[src/rtl/tlb_inv_pkg.sv]
package tlb_inv_pkg;
  localparam int unsigned OP_W = 5;

  typedef enum logic [OP_W-1:0] {
    OP_ALL0    = 5'd0,
    OP_ALL1    = 5'd1,
    OP_GLB     = 5'd2,
    OP_NGLB    = 5'd3,
    OP_ASID    = 5'd4,
    OP_ASID_PG = 5'd5,
    OP_PG_AORG = 5'd6
  } inv_op_e;

  // match rule: each set term narrows the selection
  typedef struct packed {
    logic need_g;
    logic need_ng;
    logic use_asid;
    logic use_vpn;
    logic g_or_asid;
  } inv_rule_t;

  localparam inv_rule_t RULE_NONE = '{default: 1'b0};
endpackage

[src/rtl/tlb_inv_decode.sv]
module tlb_inv_decode
  import tlb_inv_pkg::*;
(
  input  logic [OP_W-1:0] op_i,
  output inv_rule_t       rule_o,
  output logic            legal_o
);
  always_comb begin
    rule_o  = RULE_NONE;
    legal_o = 1'b1;
    unique case (op_i)
      OP_ALL0, OP_ALL1: ;
      OP_GLB:     rule_o.need_g = 1'b1;
      OP_NGLB:    rule_o.need_ng = 1'b1;
      OP_ASID: begin
        rule_o.need_ng  = 1'b1;
        rule_o.use_asid = 1'b1;
      end
      OP_ASID_PG: begin
        rule_o.need_ng  = 1'b1;
        rule_o.use_asid = 1'b1;
        rule_o.use_vpn  = 1'b1;
      end
      OP_PG_AORG: begin
        rule_o.use_vpn   = 1'b1;
        rule_o.g_or_asid = 1'b1;
      end
      default: legal_o = 1'b0;
    endcase
  end
endmodule

[src/rtl/tlb_inv_match.sv]
module tlb_inv_match
  import tlb_inv_pkg::*;
#(
  parameter int unsigned ASID_W = 10,
  parameter int unsigned VPN_W  = 19
) (
  input  inv_rule_t         rule_i,
  input  logic [ASID_W-1:0] asid_i,
  input  logic [VPN_W-1:0]  vpn_i,
  input  logic              ent_valid_i,
  input  logic              ent_global_i,
  input  logic [ASID_W-1:0] ent_asid_i,
  input  logic [VPN_W-1:0]  ent_vpn_i,
  output logic              hit_o
);
  logic asid_eq, vpn_eq;
  logic ok_g, ok_ng, ok_asid, ok_vpn, ok_aorg;

  assign asid_eq = (ent_asid_i == asid_i);
  assign vpn_eq  = (ent_vpn_i == vpn_i);

  assign ok_g    = !rule_i.need_g    || ent_global_i;
  assign ok_ng   = !rule_i.need_ng   || !ent_global_i;
  assign ok_asid = !rule_i.use_asid  || asid_eq;
  assign ok_vpn  = !rule_i.use_vpn   || vpn_eq;
  assign ok_aorg = !rule_i.g_or_asid || ent_global_i || asid_eq;

  assign hit_o = ent_valid_i && ok_g && ok_ng && ok_asid && ok_vpn && ok_aorg;
endmodule

[src/rtl/tlb_inv_walker.sv]
module tlb_inv_walker
  import tlb_inv_pkg::*;
#(
  parameter int unsigned N_ENTRIES = 16,
  parameter int unsigned ASID_W    = 10,
  parameter int unsigned VPN_W     = 19,
  localparam int unsigned IDX_W    = (N_ENTRIES > 1) ? $clog2(N_ENTRIES) : 1
) (
  input  logic              clk_i,
  input  logic              rst_ni,
  input  logic              req_i,
  input  logic              user_mode_i,
  input  logic              legal_i,
  input  inv_rule_t         rule_i,
  input  logic [ASID_W-1:0] asid_i,
  input  logic [VPN_W-1:0]  vpn_i,
  output inv_rule_t         rule_q_o,
  output logic [ASID_W-1:0] asid_q_o,
  output logic [VPN_W-1:0]  vpn_q_o,
  output logic [IDX_W-1:0]  idx_o,
  output logic              busy_o,
  output logic              done_o,
  output logic              illegal_o,
  output logic              priv_exc_o
);
  localparam logic [IDX_W-1:0] LAST_IDX = IDX_W'(N_ENTRIES - 1);

  logic accept, start, last;

  assign accept = req_i && !busy_o;
  assign start  = accept && !user_mode_i && legal_i;
  assign last   = busy_o && (idx_o == LAST_IDX);

  always_ff @(posedge clk_i or negedge rst_ni) begin
    if (!rst_ni) begin
      busy_o     <= 1'b0;
      idx_o      <= '0;
      done_o     <= 1'b0;
      illegal_o  <= 1'b0;
      priv_exc_o <= 1'b0;
      rule_q_o   <= RULE_NONE;
      asid_q_o   <= '0;
      vpn_q_o    <= '0;
    end else begin
      done_o     <= last;
      illegal_o  <= accept && !user_mode_i && !legal_i;
      priv_exc_o <= accept && user_mode_i;
      if (start) begin
        busy_o   <= 1'b1;
        idx_o    <= '0;
        rule_q_o <= rule_i;
        asid_q_o <= asid_i;
        vpn_q_o  <= vpn_i;
      end else if (last) begin
        busy_o <= 1'b0;
        idx_o  <= '0;
      end else if (busy_o) begin
        idx_o <= idx_o + 1'b1;
      end
    end
  end
endmodule

[src/rtl/tlb_inv_engine.sv]
module tlb_inv_engine
  import tlb_inv_pkg::*;
#(
  parameter int unsigned N_ENTRIES = 16,
  parameter int unsigned ASID_W    = 10,
  parameter int unsigned VPN_W     = 19,
  localparam int unsigned IDX_W    = (N_ENTRIES > 1) ? $clog2(N_ENTRIES) : 1
) (
  input  logic              clk_i,
  input  logic              rst_ni,
  input  logic              req_i,
  input  logic [OP_W-1:0]   op_i,
  input  logic [ASID_W-1:0] asid_i,
  input  logic [VPN_W-1:0]  vpn_i,
  input  logic              user_mode_i,
  output logic [IDX_W-1:0]  idx_o,
  input  logic              ent_valid_i,
  input  logic              ent_global_i,
  input  logic [ASID_W-1:0] ent_asid_i,
  input  logic [VPN_W-1:0]  ent_vpn_i,
  output logic              inv_o,
  output logic              busy_o,
  output logic              done_o,
  output logic              illegal_o,
  output logic              priv_exc_o
);
  inv_rule_t         dec_rule, rule_q;
  logic              dec_legal, hit;
  logic [ASID_W-1:0] asid_q;
  logic [VPN_W-1:0]  vpn_q;

  tlb_inv_decode u_decode (
    .op_i    (op_i),
    .rule_o  (dec_rule),
    .legal_o (dec_legal)
  );

  tlb_inv_walker #(
    .N_ENTRIES (N_ENTRIES),
    .ASID_W    (ASID_W),
    .VPN_W     (VPN_W)
  ) u_walker (
    .clk_i       (clk_i),
    .rst_ni      (rst_ni),
    .req_i       (req_i),
    .user_mode_i (user_mode_i),
    .legal_i     (dec_legal),
    .rule_i      (dec_rule),
    .asid_i      (asid_i),
    .vpn_i       (vpn_i),
    .rule_q_o    (rule_q),
    .asid_q_o    (asid_q),
    .vpn_q_o     (vpn_q),
    .idx_o       (idx_o),
    .busy_o      (busy_o),
    .done_o      (done_o),
    .illegal_o   (illegal_o),
    .priv_exc_o  (priv_exc_o)
  );

  tlb_inv_match #(
    .ASID_W (ASID_W),
    .VPN_W  (VPN_W)
  ) u_match (
    .rule_i       (rule_q),
    .asid_i       (asid_q),
    .vpn_i        (vpn_q),
    .ent_valid_i  (ent_valid_i),
    .ent_global_i (ent_global_i),
    .ent_asid_i   (ent_asid_i),
    .ent_vpn_i    (ent_vpn_i),
    .hit_o        (hit)
  );

  assign inv_o = busy_o && hit;
endmodule

[config.mk]
export PLATFORM = sky130hd
export DESIGN_NAME = tlb_inv_engine
export DESIGN_NICKNAME = d
export VERILOG_FILES = /design/src/rtl/tlb_inv_pkg.sv /design/src/rtl/tlb_inv_decode.sv /design/src/rtl/tlb_inv_match.sv /design/src/rtl/tlb_inv_walker.sv /design/src/rtl/tlb_inv_engine.sv
export SDC_FILE = /design/constraint.sdc
export NUM_CORES = 1
export LEC_CHECK = 0
export BUFFER_PORTS_ARGS = -buffer_cell sky130_fd_sc_hd__buf_2
export CAP_MARGIN = 30
export CORE_MARGIN = 2
export CORE_UTILIZATION = 30
export CTS_CLUSTER_SIZE = 10
export DETAILED_ROUTE_END_ITERATION = 8
export PLACE_DENSITY_LB_ADDON = 0.1
export SLEW_MARGIN = 20
export SYNTH_ARGS = -nofsm -noshare
export SYNTH_HDL_FRONTEND = slang
export SYNTH_SLANG_ARGS = --single-unit
[constraint.sdc]
create_clock -name clk_i -period 2.2 [get_ports clk_i]
set_input_delay 0.11 -clock clk_i [delete_from_list [all_inputs] [get_ports clk_i]]
set_output_delay 0.11 -clock clk_i [all_outputs]
set_load 0.02 [all_outputs]
==> flow_summary.ini, run 1 <==
[floorplan]
num_rows = 30
dieArea_sq_um = 7660
die-height_um = 87.5
ios = 78
die_width_um = 87.5
start_util_pct = 31.0
core_area_sq_um = 6760

[synthesis]
syn_area_sq_um = 2090
synth_cell_types = 29
syn_avg_cell_area_sq_um = 12.9
syn_nets = 232
ys_seq_area_share_pct = 50.2
synth_edf_count = 0
ys_async_sr_fraction_pct = 100
synth_cells = 162
synth.ff_latch_count = 42
yosys_warnings = 0
synthFlopType = dfrtp_1

[global_route]
grt_max_degree = 43
grt_pass1_vias = 1505
grt.total_usage_pct = 11.9
grt-ovfl-total = 0
grt_pass1_wl_mm = 6.97
antenna_found_initial = 0

[power]
power_leakage_nw = 1.34
clockPowerShare_pct = 25.1
p_per_area_nw_per_um2 = 1120
total_power_mw = 3.01
intPower_mw = 2.13
ir_drop_mv = 0.433
power.switching_mw = 0.875
combPwrFrac_pct = 32.0
pwr-share-seq_pct = 43.0
swShare_pct = 29.1

[timing]
fin_ws_ps = 276
max_slew_margin_pct = 63.1
finalCritPeriodShare_pct = 87.5
worst_slew_pin_slew_ps = 554
drv_slew = 0
fin_skew_ps = 4.84
hold_viol = 0
max_freq_mhz = 520
fin_hold_ws_ps = 25.8
fin_crit_ps = 1920
setup_viol = 0
tns_ps = 0
rsz0062_at_grt = no

[place]
port_buffers = 77
place_area_sq_um = 2550
gp_congestion = 0.713
post-place-ws_ps = 546
place_inst = 316
hpwl_mm = 3.10

[finish]
design_area_sq_um = 2700
syn2layout_area_growth_pct = 28.9
multiInputGateArea_sq_um = 968
final_common_cell = buf_2
drive_gt1_share_pct = 48.6
nNetsFinal = 314
ff_latch_area_sq_um = 1050
final_cell_mix = 77 x buf_2, 42 x dfrtp_1, 29 x xnor2_1, 16 x mux2_2
antenna_cells = 0
final_core_util_pct = 39.9
fillers = 671
stdcell_count = 325

[clocking]
clock_path_buffers = 2
insertion_delay_ps = 290
cts-root-buf = clkbuf_8
cts.sinks = 42
cts_buffers = 5
tritoncts = done
clkTransAtPathRegs_ps = 80
h-tree-depth = 2
ctsResizeCount = 0

[worst_setup_path]
startpoint_type = flop
worst_ep_required_time_ps = 2090
worst_ep_arrival_time_ps = 1810
critPathMaxFanout = 2
critPathCaptureType = output pin
path_class = flop to output pin

[route]
drtAntennaViolNets = 0
dr.pass1.iters = 4
drt-initial-drc-count = 40
num_vias = 1474
via_per_inst = 4.54
routedWlPerCell_um = 13.1
drc = 0
wl_mm = 4.27

[flow_run]
maxCapViolations = 0

[worst_hold_path]
hp-class = primary input to flop

[run_status]
status = finished clean
## logic make-up after synthesis
| group | synth area share (%) |
|---|---|
| buffers and inverters | 3.53 |
| xor gates and xnor gates | 13.8 |
| DFF | 50.2 |
| muxes | 18.1 |
| AOI/OAI and AO/OA | 5.62 |
| and+or+nand+nor | 8.19 |
| adders and majority gates | 0.598 |
## power groups by stage
stage	Combinational [mW]	Sequential, mW	Clock (mW)
global route	1.07	1.34	0.815
detailed placement	0.971	1.31	0
global placement	0.973	1.31	0
CTS	0.978	1.30	0.783
floorplan	0.678	1.33	0
finish	0.962	1.29	0.754
## Yosys cell counts, types with 2 or more instances
library cell  number  area, sq um
nor2_1             3         11.3
nand3_1            2         10.0
nand2_1           11         41.3
dfrtp_1           42         1050
o31ai_1            2         15.0
xor2_1             4         35.0
nor4_1             2         12.5
a21oi_1            4         20.0
nand4_1            9         56.3
mux2_4            11          165
buf_6              4         45.0
buf_2              2         10.0
o22ai_1            2         12.5
mux2_1             2         22.5
inv_1              5         18.8
mux2_2            16          180
xnor2_1           29          254
## critical path, stage by stage, from the launching register on
cell and delay, ps:
dfrtp_1 390, xnor2_1 160, nand4_1 160, nor4_1 320, nand4_1 160, a21oi_1 150
buf_2 190
## sequential cells by signal, indices dropped and copies added (netlist names)
| name | count |
|---|---|
| u_walker.vpn_q_o | 19 |
| u_walker.asid_q_o | 10 |
| u_walker.rule_q_o | 5 |
| u_walker.idx_o | 4 |
| u_walker.busy_o | 1 |
| u_walker.done_o | 1 |
| u_walker.illegal_o | 1 |
| u_walker.priv_exc_o | 1 |
## layer usage
metal / routed length [um] / vias to the layer above / GRT usage [%]
li1: - / 723 / -
met1: 1940 / 698 / 15.3
met2: 1960 / 47 / 19.0
met3: 302 / 6 / 3.96
met4: 63 / 0 / 4.20
met5: 0 / - / 0
## area by class of cell
type / instances / area share [%]
flip-flops and latches: 42 / 38.9
multi-input cells: 109 / 35.9
repair buffers: 81 / 15.5
well taps: 80 / 3.71
clock buffers: 6 / 3.06
clock inverters: 2 / 2.23
inverters: 5 / 0.695
## what timing repair did
item                      CTS  global route
setup buffers               0             0
hold endpoints to repair   42             0
hold buffers                1             0
## worst paths after layout
path,from,endpoint,slack (ps),cells after the start
max,u_walker.vpn_q_o[6],inv_o,280,6
min,vpn_i[18],u_walker.vpn_q_o[18],30,2
max reg2reg,u_walker.busy_o,u_walker.vpn_q_o[8],630,4
min reg2reg,u_walker.rule_q_o[1],u_walker.rule_q_o[1],480,2
max in group asynchronous,rst_ni,u_walker.asid_q_o[5],1390,3
min in group asynchronous,rst_ni,u_walker.asid_q_o[1],410,3
No activity file was read; power rests on OpenSTA's default activity.
==> run 2, diff against run 1 <==
- SYNTH_HIERARCHICAL: default -> 1
==> run 2 against run 1 <==
  * The run now ends with setup timing left
  * Routed wire length is 0.28% higher
  * Fmax is 14% lower
  * Clock skew is 2.4 ps higher
  * Combinational power is 9% higher
  * Clock power is 18% lower
  * Worst hold slack better by 24 ps
  * Non-clock buffer count is 3 higher
  * Register-to-register slack better by 110 ps
  * Global-route usage is 0.31 points lower
  * Setup slack worse by 320 ps
  * Cell area is 2.2% higher
  * Critical path type unchanged
  * Largest power group unchanged
  * Highest routed layer unchanged
==> flow_summary.ini, run 2 <==
[run_status]
status = complete, but fails checks
violations = setup timing

[clocking]
cts.sinks = 42
clock_path_buffers = 2
cts_buffers = 5
tritoncts = done
insertion_delay_ps = 280
cts-root-buf = clkbuf_8
clkTransAtPathRegs_ps = 80
h-tree-depth = 2

[floorplan]
num_rows = 30
start_util_pct = 31.0
die_width_um = 87.8
dieArea_sq_um = 7700
die-height_um = 87.8
ios = 78
core_area_sq_um = 6790

[finish]
largest_registers = u_walker/vpn_q_o: 19 flops, u_walker/asid_q_o: 10 flops, u_walker/rule_q_o: 5 flops
ff_latch_area_sq_um = 1050
largest_reg_flops = 19
final_common_cell = buf_2
syn2layout_area_growth_pct = 31.0
regMostFlops = u_walker/vpn_q_o
drive_gt1_share_pct = 54.1
fillers = 683
final_cell_mix = 76 x buf_2, 42 x dfrtp_1, 27 x mux2_2, 20 x xor2_1, 9 x xnor2_1
multiInputGateArea_sq_um = 1010
antenna_cells = 0
nNetsFinal = 312

[route]
drc = 0
dr.pass1.iters = 3
via_per_inst = 4.33
drt-initial-drc-count = 25
num_vias = 1463
drtAntennaViolNets = 0
wl_mm = 4.28
routedWlPerCell_um = 12.7

[synthesis]
syn_nets = 226
synth_top_area_share_pct = 49.9
synth_edf_count = 0
synth.ff_latch_count = 42
ys_seq_area_share_pct = 49.9
synthTopCellsByArea = dfrtp_1 50%, mux2_2 14%, xor2_1 8.3%
synth_most_common_cell = dfrtp_1
syn_area_sq_um = 2100
synth_top_area_cell = dfrtp_1
synth_cell_types = 35
synthFlopType = dfrtp_1
ys_async_sr_fraction_pct = 100
yosys_warnings = 6
syn_avg_cell_area_sq_um = 13.5
ys_top_cells_by_count = 42 x dfrtp_1, 27 x mux2_2, 20 x xor2_1, 9 x xnor2_1, 7 x mux2_4
synth_cells = 156

[global_route]
grt_max_degree = 22
grt-ovfl-total = 0
grt_pass1_vias = 1484
grt_pass1_wl_mm = 6.84
grt.total_usage_pct = 11.6
antenna_found_initial = 0

[flow_run]
maxCapViolations = 0

[timing]
tns_ps = -40.1
setup_viol = 1
max_slew_margin_pct = 76.1
drv_slew = 0
max_freq_mhz = 446
rsz0062_at_grt = yes
fin_ws_ps = -40.1
hold_viol = 0
fin_crit_ps = 2240
finalCritPeriodShare_pct = 102
fin_skew_ps = 7.23
worst_slew_pin_slew_ps = 355
fin_hold_ws_ps = 49.8

[worst_hold_path]
hp-class = primary input to flop
hold_depth = 2
worstHoldStart = asid_i[7]
min_to = u_walker/asid_q_o[7]

[power]
p_per_area_nw_per_um2 = 1080
total_power_mw = 2.99
power_leakage_nw = 1.32
ir_drop_mv = 0.503

[worst_setup_path]
path_class = flop to output pin
startpoint_type = flop
worst_ep_arrival_time_ps = 2130
critPathMaxFanout = 2
reg2reg_depth = 3
worst_ep_required_time_ps = 2090
r2r-end = u_walker/vpn_q_o[17]
reg2reg_slack_ps = 740
critPathCaptureType = output pin
r2r-start = u_walker/busy_o

[place]
post-place-ws_ps = 149
hpwl_mm = 3.30
gp_congestion = 0.732
port_buffers = 77
## run 2: cell types whose count changed in the layout (fill, tap and decap cells not counted), moves of 3 or more
cell,previous run,this run
xnor2_1,29,9
xor2_1,4,20
mux2_2,16,27
nand2_1,11,1
nand4_1,9,4
mux2_4,11,7
nand2b_1,0,3
nor4_2,0,3
## run 2: cell families after synthesis
| family | Yosys count | share of synthesized area, % |
|---|---|---|
| DFF | 42 | 49.9 |
| xor gates and xnor gates | 30 | 12.8 |
| muxes | 36 | 20.4 |
| adders and majority gates | 1 | 0.594 |
| buffers and inverters | 8 | 2.91 |
| and+or+nand+nor | 28 | 8.98 |
| AOI/OAI and AO/OA | 11 | 4.34 |
## run 2: stage by stage
stage | util [%] | area, sq um | cells
detailed placement | 38.2 | 2600 | 329
finish | 40.6 | 2760 | 338
global route | 40.6 | 2760 | 338
CTS | 40.5 | 2750 | 338
floorplan | - | 2100 | 156
global placement | 38.2 | 2600 | 329
## run 2: layout make-up
type                    count  share of cell area (%)
flip-flops and latches     42                    38.1
multi-input cells         106                    36.8
repair buffers             84                    16.3
well taps                  96                    4.36
clock buffers               6                    2.99
clock inverters             1                    1.09
inverters                   3                   0.408
## run 2: worst max path at each step
stage	start	endpoint	slack, ps	cells after the start
after CTS	u_walker/vpn_q_o[0]	inv_o	-90	7
after global placement	u_walker/vpn_q_o[0]	inv_o	170	7
after global routing	u_walker/vpn_q_o[0]	inv_o	-130	7
final	u_walker/vpn_q_o[0]	inv_o	-40	7
after detailed placement	u_walker/vpn_q_o[0]	inv_o	150	7
after floorplan	u_walker/vpn_q_o[3]	inv_o	580	6
## run 2: metal layers
| metal | up-vias | part of all wire (%) | GRT usage [%] |
|---|---|---|---|
| met5 | - | 0 | 0 |
| met4 | 0 | 0.61 | 3.36 |
| met3 | 2 | 6.0 | 3.30 |
| met2 | 41 | 47 | 18.8 |
| met1 | 694 | 46 | 15.3 |
| li1 | 726 | - | - |
## run 2: power breakdown
group | internal, mW | switching (mW)
registers | 1.10 | 0.226
clock network | 0.363 | 0.255
logic | 0.604 | 0.442
total | 2.07 | 0.922
## run 2: what timing repair did
item | CTS | global route
buffers inserted | 0 | 0
hold buffers | 2 | 0
gates resized for setup | 4 | 2
hold endpoints to repair | 43 | 0
setup endpoints to repair | 1 | 1
pin swaps | 0 | 2
## run 2: critical path, stage by stage (launching register included)
cell,delay [ps]
dfrtp_1,400
xor2_1,160
nor4_2,300
nand4_1,180
o41ai_2,330
o2111a_1,240
and2_4,130
buf_6,110
